$ cat src/rtl/twin_i2c_pkg.sv
package twin_i2c_pkg;

  typedef enum logic [2:0] {
    ST_IDLE, ST_RX, ST_ACK, ST_TX, ST_RACK, ST_TXNEXT, ST_WAIT
  } bus_state_e;

  typedef enum logic [1:0] {
    RB_ADDR, RB_PTR_HI, RB_PTR_LO, RB_DATA
  } rx_role_e;

  typedef enum logic {
    DEV_MEM, DEV_REG
  } dev_e;

  localparam int unsigned REG_COUNT = 25;
  localparam int unsigned REG_LAST  = REG_COUNT - 1;
  localparam int unsigned REG_AW    = $clog2(REG_COUNT);
  localparam int unsigned SN_FIRST  = 17;
  localparam int unsigned SN_COUNT  = REG_COUNT - SN_FIRST;
  localparam int unsigned LOCK_REG  = 10;
  localparam int unsigned LOCK_BIT  = 7;

endpackage

$ cat src/rtl/i2c_line_sync.sv
module i2c_line_sync #(
  parameter int unsigned STAGES = 2
) (
  input  logic clk,
  input  logic rst_n,
  input  logic scl_i,
  input  logic sda_i,
  output logic scl_o,
  output logic sda_o,
  output logic scl_rise_o,
  output logic scl_fall_o,
  output logic start_o,
  output logic stop_o
);

  logic [STAGES-1:0] scl_pipe, sda_pipe;
  logic              scl_q, sda_q;

  always_ff @(posedge clk or negedge rst_n) begin
    if (!rst_n) begin
      scl_pipe <= '1;
      sda_pipe <= '1;
      scl_q    <= 1'b1;
      sda_q    <= 1'b1;
    end else begin
      scl_pipe <= {scl_pipe[STAGES-2:0], scl_i};
      sda_pipe <= {sda_pipe[STAGES-2:0], sda_i};
      scl_q    <= scl_pipe[STAGES-1];
      sda_q    <= sda_pipe[STAGES-1];
    end
  end

  assign scl_o      = scl_pipe[STAGES-1];
  assign sda_o      = sda_pipe[STAGES-1];
  assign scl_rise_o = scl_o & ~scl_q;
  assign scl_fall_o = ~scl_o & scl_q;
  assign start_o    = scl_o & scl_q & sda_q & ~sda_o;
  assign stop_o     = scl_o & scl_q & ~sda_q & sda_o;

endmodule

$ cat src/rtl/twin_byte_store.sv
module twin_byte_store
  import twin_i2c_pkg::*;
#(
  parameter int unsigned MEM_AW = 8
) (
  input  logic              clk,
  input  logic              rst_n,
  input  logic              wr_en,
  input  dev_e              dev,
  input  logic [MEM_AW-1:0] mem_addr,
  input  logic [REG_AW-1:0] reg_addr,
  input  logic [7:0]        wr_data,
  output logic [7:0]        rd_data
);

  localparam int unsigned MEM_DEPTH = 1 << MEM_AW;

  logic [7:0]          mem_q [MEM_DEPTH];
  logic [7:0]          rf_rd [REG_COUNT];
  logic                locked;
  logic [8*SN_COUNT-1:0] sn_bytes;

  always_ff @(posedge clk or negedge rst_n) begin
    if (!rst_n) begin
      for (int k = 0; k < MEM_DEPTH; k++) mem_q[k] <= '0;
    end else if (wr_en && dev == DEV_MEM) begin
      mem_q[mem_addr] <= wr_data;
    end
  end

  assign locked = rf_rd[LOCK_REG][LOCK_BIT];

  for (genvar i = 0; i < REG_COUNT; i++) begin : g_reg
    localparam bit IS_SN = (i >= SN_FIRST);
    logic [7:0] q;
    logic       we;
    assign we = wr_en && dev == DEV_REG && reg_addr == REG_AW'(i) && !(IS_SN && locked);
    always_ff @(posedge clk or negedge rst_n) begin
      if (!rst_n)  q <= '0;
      else if (we) q <= wr_data;
    end
    assign rf_rd[i] = q;
  end

  always_comb begin
    for (int k = 0; k < SN_COUNT; k++) sn_bytes[k*8 +: 8] = rf_rd[SN_FIRST+k];
  end

  assign rd_data = (dev == DEV_REG) ? rf_rd[reg_addr] : mem_q[mem_addr];


  sn_lock_chk: assert property (@(posedge clk) disable iff (!rst_n)
    (wr_en && dev == DEV_REG && locked && reg_addr >= REG_AW'(SN_FIRST)) |=> $stable(sn_bytes));

endmodule

$ cat src/rtl/twin_id_i2c_slave.sv
module twin_id_i2c_slave
  import twin_i2c_pkg::*;
#(
  parameter int unsigned MEM_AW      = 8,
  parameter logic [4:0]  MEM_ID      = 5'b10100,
  parameter logic [4:0]  REG_ID      = 5'b11010,
  parameter int unsigned SYNC_STAGES = 2
) (
  input  logic       clk,
  input  logic       rst_n,
  input  logic       scl_i,
  input  logic       sda_i,
  input  logic [1:0] strap_i,
  output logic       sda_oe_o
);

  logic scl_s, sda_s, scl_rise, scl_fall, start_ev, stop_ev;

  i2c_line_sync #(.STAGES(SYNC_STAGES)) sync_i (
    .clk(clk), .rst_n(rst_n), .scl_i(scl_i), .sda_i(sda_i),
    .scl_o(scl_s), .sda_o(sda_s), .scl_rise_o(scl_rise), .scl_fall_o(scl_fall),
    .start_o(start_ev), .stop_o(stop_ev)
  );

  bus_state_e        state_q;
  rx_role_e          role_q;
  dev_e              dev_q;
  logic              rw_q, ack_drv_q, oe_q;
  logic [2:0]        bit_q;
  logic [7:0]        sh_q, hi_q, rd_data;
  logic [7:0]        byte_in;
  logic [MEM_AW-1:0] mem_ptr_q;
  logic [REG_AW-1:0] reg_ptr_q;
  logic              hit_mem, hit_reg, wr_en, rd_adv, last_bit;

  assign byte_in  = {sh_q[6:0], sda_s};
  assign last_bit = (bit_q == 3'd7);
  assign hit_mem  = byte_in[7:3] == MEM_ID && byte_in[2:1] == strap_i;
  assign hit_reg  = byte_in[7:3] == REG_ID && byte_in[2:1] == strap_i;
  assign wr_en    = state_q == ST_RX && scl_rise && last_bit && role_q == RB_DATA;
  assign rd_adv   = state_q == ST_TX && scl_fall && last_bit;

  twin_byte_store #(.MEM_AW(MEM_AW)) store_i (
    .clk(clk), .rst_n(rst_n), .wr_en(wr_en), .dev(dev_q),
    .mem_addr(mem_ptr_q), .reg_addr(reg_ptr_q), .wr_data(byte_in), .rd_data(rd_data)
  );

  // Bus sequencing
  always_ff @(posedge clk or negedge rst_n) begin
    if (!rst_n) begin
      state_q   <= ST_IDLE;
      role_q    <= RB_ADDR;
      dev_q     <= DEV_MEM;
      rw_q      <= 1'b0;
      ack_drv_q <= 1'b0;
      oe_q      <= 1'b0;
      bit_q     <= '0;
      sh_q      <= '0;
      hi_q      <= '0;
    end else if (start_ev) begin
      state_q <= ST_RX;
      role_q  <= RB_ADDR;
      bit_q   <= '0;
      oe_q    <= 1'b0;
    end else if (stop_ev) begin
      state_q <= ST_IDLE;
      oe_q    <= 1'b0;
    end else begin
      case (state_q)
        ST_RX: if (scl_rise) begin
          sh_q <= byte_in;
          if (last_bit) begin
            bit_q     <= '0;
            ack_drv_q <= 1'b0;
            state_q   <= ST_ACK;
            case (role_q)
              RB_ADDR: begin
                if (hit_mem || hit_reg) begin
                  dev_q  <= hit_reg ? DEV_REG : DEV_MEM;
                  rw_q   <= byte_in[0];
                  role_q <= RB_PTR_HI;
                end else begin
                  state_q <= ST_WAIT;
                end
              end
              RB_PTR_HI: begin
                hi_q   <= byte_in;
                role_q <= (dev_q == DEV_MEM) ? RB_PTR_LO : RB_DATA;
              end
              RB_PTR_LO: role_q <= RB_DATA;
              default: ;
            endcase
          end else begin
            bit_q <= bit_q + 3'd1;
          end
        end
        ST_ACK: if (scl_fall) begin
          if (!ack_drv_q) begin
            oe_q      <= 1'b1;
            ack_drv_q <= 1'b1;
          end else if (rw_q) begin
            state_q <= ST_TX;
            sh_q    <= rd_data;
            oe_q    <= ~rd_data[7];
            bit_q   <= '0;
          end else begin
            state_q <= ST_RX;
            oe_q    <= 1'b0;
          end
        end
        ST_TX: if (scl_fall) begin
          if (last_bit) begin
            oe_q    <= 1'b0;
            state_q <= ST_RACK;
          end else begin
            bit_q <= bit_q + 3'd1;
            sh_q  <= {sh_q[6:0], 1'b0};
            oe_q  <= ~sh_q[6];
          end
        end
        ST_RACK: if (scl_rise) state_q <= sda_s ? ST_WAIT : ST_TXNEXT;
        ST_TXNEXT: if (scl_fall) begin
          state_q <= ST_TX;
          sh_q    <= rd_data;
          oe_q    <= ~rd_data[7];
          bit_q   <= '0;
        end
        default: ;
      endcase
    end
  end

  // Address pointers: loaded from address bytes, advanced per data byte
  always_ff @(posedge clk or negedge rst_n) begin
    if (!rst_n) begin
      mem_ptr_q <= '0;
      reg_ptr_q <= '0;
    end else if (state_q == ST_RX && scl_rise && last_bit && role_q == RB_PTR_LO) begin
      mem_ptr_q <= MEM_AW'({hi_q, byte_in});
    end else if (state_q == ST_RX && scl_rise && last_bit && role_q == RB_PTR_HI && dev_q == DEV_REG) begin
      reg_ptr_q <= (byte_in > 8'(REG_LAST)) ? '0 : byte_in[REG_AW-1:0];
    end else if (wr_en || rd_adv) begin
      if (dev_q == DEV_MEM) mem_ptr_q <= mem_ptr_q + 1'b1;
      else reg_ptr_q <= (reg_ptr_q == REG_AW'(REG_LAST)) ? '0 : reg_ptr_q + 1'b1;
    end
  end

  assign sda_oe_o = oe_q;


  oe_scl_low_chk: assert property (@(posedge clk) disable iff (!rst_n)
    $rose(oe_q) |-> !scl_s);

  wait_release_chk: assert property (@(posedge clk) disable iff (!rst_n)
    (state_q == ST_WAIT || state_q == ST_IDLE) |-> !oe_q);

  reg_ptr_range_chk: assert property (@(posedge clk) disable iff (!rst_n)
    reg_ptr_q <= REG_AW'(REG_LAST));

  cond_no_commit_chk: assert property (@(posedge clk) disable iff (!rst_n)
    (start_ev || stop_ev) |-> !wr_en);

endmodule

$ cat config.mk
export PLATFORM = sky130hd
export DESIGN_NAME = twin_id_i2c_slave
export DESIGN_NICKNAME = d
export VERILOG_FILES = /design/src/rtl/twin_i2c_pkg.sv /design/src/rtl/i2c_line_sync.sv /design/src/rtl/twin_byte_store.sv /design/src/rtl/twin_id_i2c_slave.sv
export SDC_FILE = /design/constraint.sdc
export NUM_CORES = 2
export LEC_CHECK = 0
export BUFFER_PORTS_ARGS = -buffer_cell sky130_fd_sc_hd__buf_4
export CAP_MARGIN = 25
export CORE_ASPECT_RATIO = 0.9
export CORE_UTILIZATION = 35
export DETAILED_ROUTE_END_ITERATION = 8
export HOLD_SLACK_MARGIN = 0.08
export PLACE_DENSITY = 0.47
export REMOVE_ABC_BUFFERS = 1
export SLEW_MARGIN = 20
export SYNTH_ARGS = -nofsm -noshare
export SYNTH_HDL_FRONTEND = slang
export SYNTH_SLANG_ARGS = --single-unit
export TNS_END_PERCENT = 100
$ cat constraint.sdc
create_clock -name clk -period 7.07 [get_ports clk]
set_input_delay 0.707 -clock clk [delete_from_list [all_inputs] [get_ports clk]]
set_output_delay 0.707 -clock clk [all_outputs]
set_load 0.05 [all_outputs]
==> summary.txt <==
GRT
  • Pin count of the biggest net entering global routing: 170
  • Total track usage: 21.99%
  • First-pass GRT wire length: 487900 um
  • Initial antenna violation count: 13
  • Vias in the first global route: 64091
  • Gr ovfl total: 0

Critical path
  • Startpoint types: flip-flop
  • Worst Reg-to-Reg Cells: 8
  • FF-to-FF setup slack: 2.53 ns
  • WP data required: 7.77 ns
  • Max FO, Critical Path: 27
  • Crit path DAT: 5.24 ns
  • Kind of critical path: flip-flop to flip-flop
  • Crit. End Element: flip-flop

Detailed routing
  • Vias: 61303
  • Wirelength per Cell: 30.51 um
  • Final wirelength: 332900 um
  • Antenna Nets Post-Route: 0
  • Number of remaining DRC errors: 0
  • Via density: 5.619
  • DRT iter0 DRCs: 4054
  • Router iterations before antenna repair: 5

Timing
  • Post-route setup TNS: 0 ns
  • Final Hold Viols: 0
  • Worst rel slew slack: between 20% and 30%
  • Tcrit/Tclk final: 64.20%
  • Setup ws final: 2.531 ns
  • Final slew viol count: 0
  • Final Setup Violations: 0
  • Worst slew pin tran: ~1.1 ns
  • Worst Skew: 0.06998 ns
  • Max Freq: 0.2203 GHz
  • RSZ-0062 raised after global routing: no
  • Min Tclk post-route: about 4.5 ns

Power and ir drop
  • Pint: 21.54 mW
  • Comb pwr share: 8.2%
  • Leak: around 55 nW
  • Reg power frac: 45.5%
  • Sw frac: 26.88%
  • Pwr Density: 249.1 mW/mm^2
  • Switching Power: between 7 and 8 mW
  • Worst vdd ir: 0.2077 mV
  • Clk pwr share: between 40% and 50%

Yosys
  • Post-Syn Area: 0.1052 mm^2
  • EDFF count, synth: 0
  • Top cells by count, synth: dfrtp_1 (2280), mux2_2 (2230), mux4_2 (539), clkbuf_1 (336), nand2_1 (328)
  • Post-Syn Instances: 6873
  • Seq cells post-synth: between 2000 and 2500
  • Post-synth top area share: 54.25%
  • Synth top area cells: dfrtp_1 (54%), mux2_2 (24%), mux4_2 (12%), mux2i_1 (1.3%), clkbuf_1 (1.2%)
  • Yosys top cell by area: dfrtp_1
  • Register area share after synthesis: between 50% and 60%
  • Dominant synthesized flop cell: dfrtp_1
  • Yosys cell types: 84
  • Ys async rst share: 100.0%
  • Cell with the most instances after synthesis: dfrtp_1
  • Synth Warn #: 0
  • Avg Synthesized Cell Area: around 15 um^2

Min path
  • HP Class: flip-flop to flip-flop
  • WHS Path Cells: 0

Clock network
  • Resized cells post-CTS: 0
  • Inserted Clock Buffers: 267
  • Htree depth: 5
  • Root Driver: clkbuf_16
  • Clock Latency Late Sink: 0.87 ns
  • Longest Clk Path Bufs: 4
  • CTS Sinks: 2286
  • Reg clk slew, reported paths: roughly 0.060 ns
  • TritonCTS clock tree: yes

Floorplanning
  • Initial core utilization: 35.25%
  • Core Footprint: roughly 0.30 mm^2
  • Chip Width: 579.8 um
  • FP Rows: 190
  • # IOs: 7
  • Die ar.: 0.3027 mm^2
  • Die H: 522.0 um

Placement
  • Port Buffers: 6
  • DP Wirelength: 209200 um
  • RePlAce Congestion: between 0.8 and 0.9
  • Pre-CTS setup slack: approximately 2.5 ns
  • Placed cell count: ~10000
  • Placed cell area: 0.1097 mm^2

Final layout
  • Final #Nets: roughly 6800
  • Design Area, Final: 0.1183 mm^2
  • Layout cells sized above 1: 49.48%
  • Area grow syn2layout: 12.45%
  • Utilization after layout: 39.64%
  • Non-filler cells in the finished layout: 10910

Status
  • Status: finished clean

Job
  • Max_cap viols: 0
## worst max-delay path, cell delays in order, from the launching register on
cell,delay (ns)
dfrtp_4,1.11
buf_4,0.54
buf_4,0.37
mux4_2,0.55
a22oi_1,0.63
a21oi_1,0.15
or4_1,0.50
o31ai_1,0.32
o2111ai_1,0.16
## timing repair
item                                   CTS  global route
endpoints found under the hold margin  109             0
setup buffers                            0             0
hold buffers                             3             0
## placed cells by master (no fill, tap or decap), types with 16 or more instances in the layout
cell / n
clkbuf_16: 274
nand2_2: 49
a211oi_1: 23
nand2_1: 328
a21oi_1: 63
clkinv_2: 29
nor2_1: 74
o21ai_0: 34
clkbuf_1: 73
mux2_2: 2230
a22oi_1: 92
nor3_1: 16
mux2_1: 60
nand3_1: 41
mux2i_1: 139
o22ai_1: 32
mux4_2: 539
and3_1: 19
dfrtp_1: 2262
buf_4: 137
buf_12: 35
nor2b_1: 22
nand2b_1: 18
ha_1: 16
nand4_1: 19
clkbuf_8: 46
## stage by stage
stage / hold WS (ns) / total power [mW]
after floorplan: 0.3452 / 14.42
after global placement: 0.3481 / 16.05
after detailed placement: 0.3577 / 16.09
after CTS: 0.3658 / 29.90
after global routing: 0.3661 / 30.58
final: 0.3655 / 29.46
## area by class of cell
| cell class | instances | area, um^2 |
|---|---|---|
| Timing Repair Buffer | 182 | 1866 |
| Tap cell | 3936 | 4925 |
| Sequential cell | 2286 | 57270 |
| Clock buffer | 393 | 7764 |
| Fill cell | 27470 | 180100 |
| Multi-Input combinational cell | 4032 | 45670 |
| Clock inverter | 57 | 688.2 |
| Antenna cell | 5 | 12.51 |
| Inverter | 19 | 71.32 |
## worst paths after layout
check / from / to
max in group asynchronous: rst_n / store_i.mem_q[921]
setup / recovery: mem_ptr_q[0] / sh_q[2]
hold / removal: sync_i.sda_pipe[0] / sync_i.sda_pipe[1]
min in group asynchronous: rst_n / store_i.mem_q[345]
setup reg to reg: mem_ptr_q[0] / sh_q[2]
hold reg to reg: sync_i.sda_pipe[0] / sync_i.sda_pipe[1]
## kinds of logic after synthesis
group | share of synthesized area, %
AOI/OAI and AO/OA | 2.461
and+or+nand+nor | 3.028
DFF | 54.40
buffers and inverters | 2.427
adders and majority gates | 0.1903
xor gates and xnor gates | 0.08328
muxes | 37.41
## power groups by stage
stage | logic, mW | registers [mW] | clock network [mW]
floorplan | 0.328 | 14.1 | 0
global placement | 2.42 | 13.6 | 0
detailed placement | 2.45 | 13.6 | 0
CTS | 2.46 | 13.4 | 14.0
global route | 2.63 | 13.4 | 14.6
finish | 2.41 | 13.4 | 13.7
## routing by layer
metal	vias up	global-route usage [%]	share of wire (%)
met5	-	0	0.010
met3	465	3.346	4.3
met1	33976	32.29	48
met2	1261	33.84	45
li1	25595	-	-
met4	6	5.896	2.7
## state kept, by name, summed over array words and instances, names as in the netlist
| register | cells |
|---|---|
| role_q | 2 |
| store_i.g.q | 200 |
| sync_i.scl_q | 1 |
| dev_q | 1 |
| sync_i.scl_pipe | 2 |
| store_i.mem_q | 2048 |
| sync_i.sda_q | 1 |
| state_q | 3 |
| mem_ptr_q | 8 |
| sh_q | 7 |
| bit_q | 3 |
| ack_drv_q | 1 |
| rw_q | 1 |
| sync_i.sda_pipe | 2 |
| reg_ptr_q | 5 |
| sda_oe_o | 1 |
(Power assumes the default switching activity.)
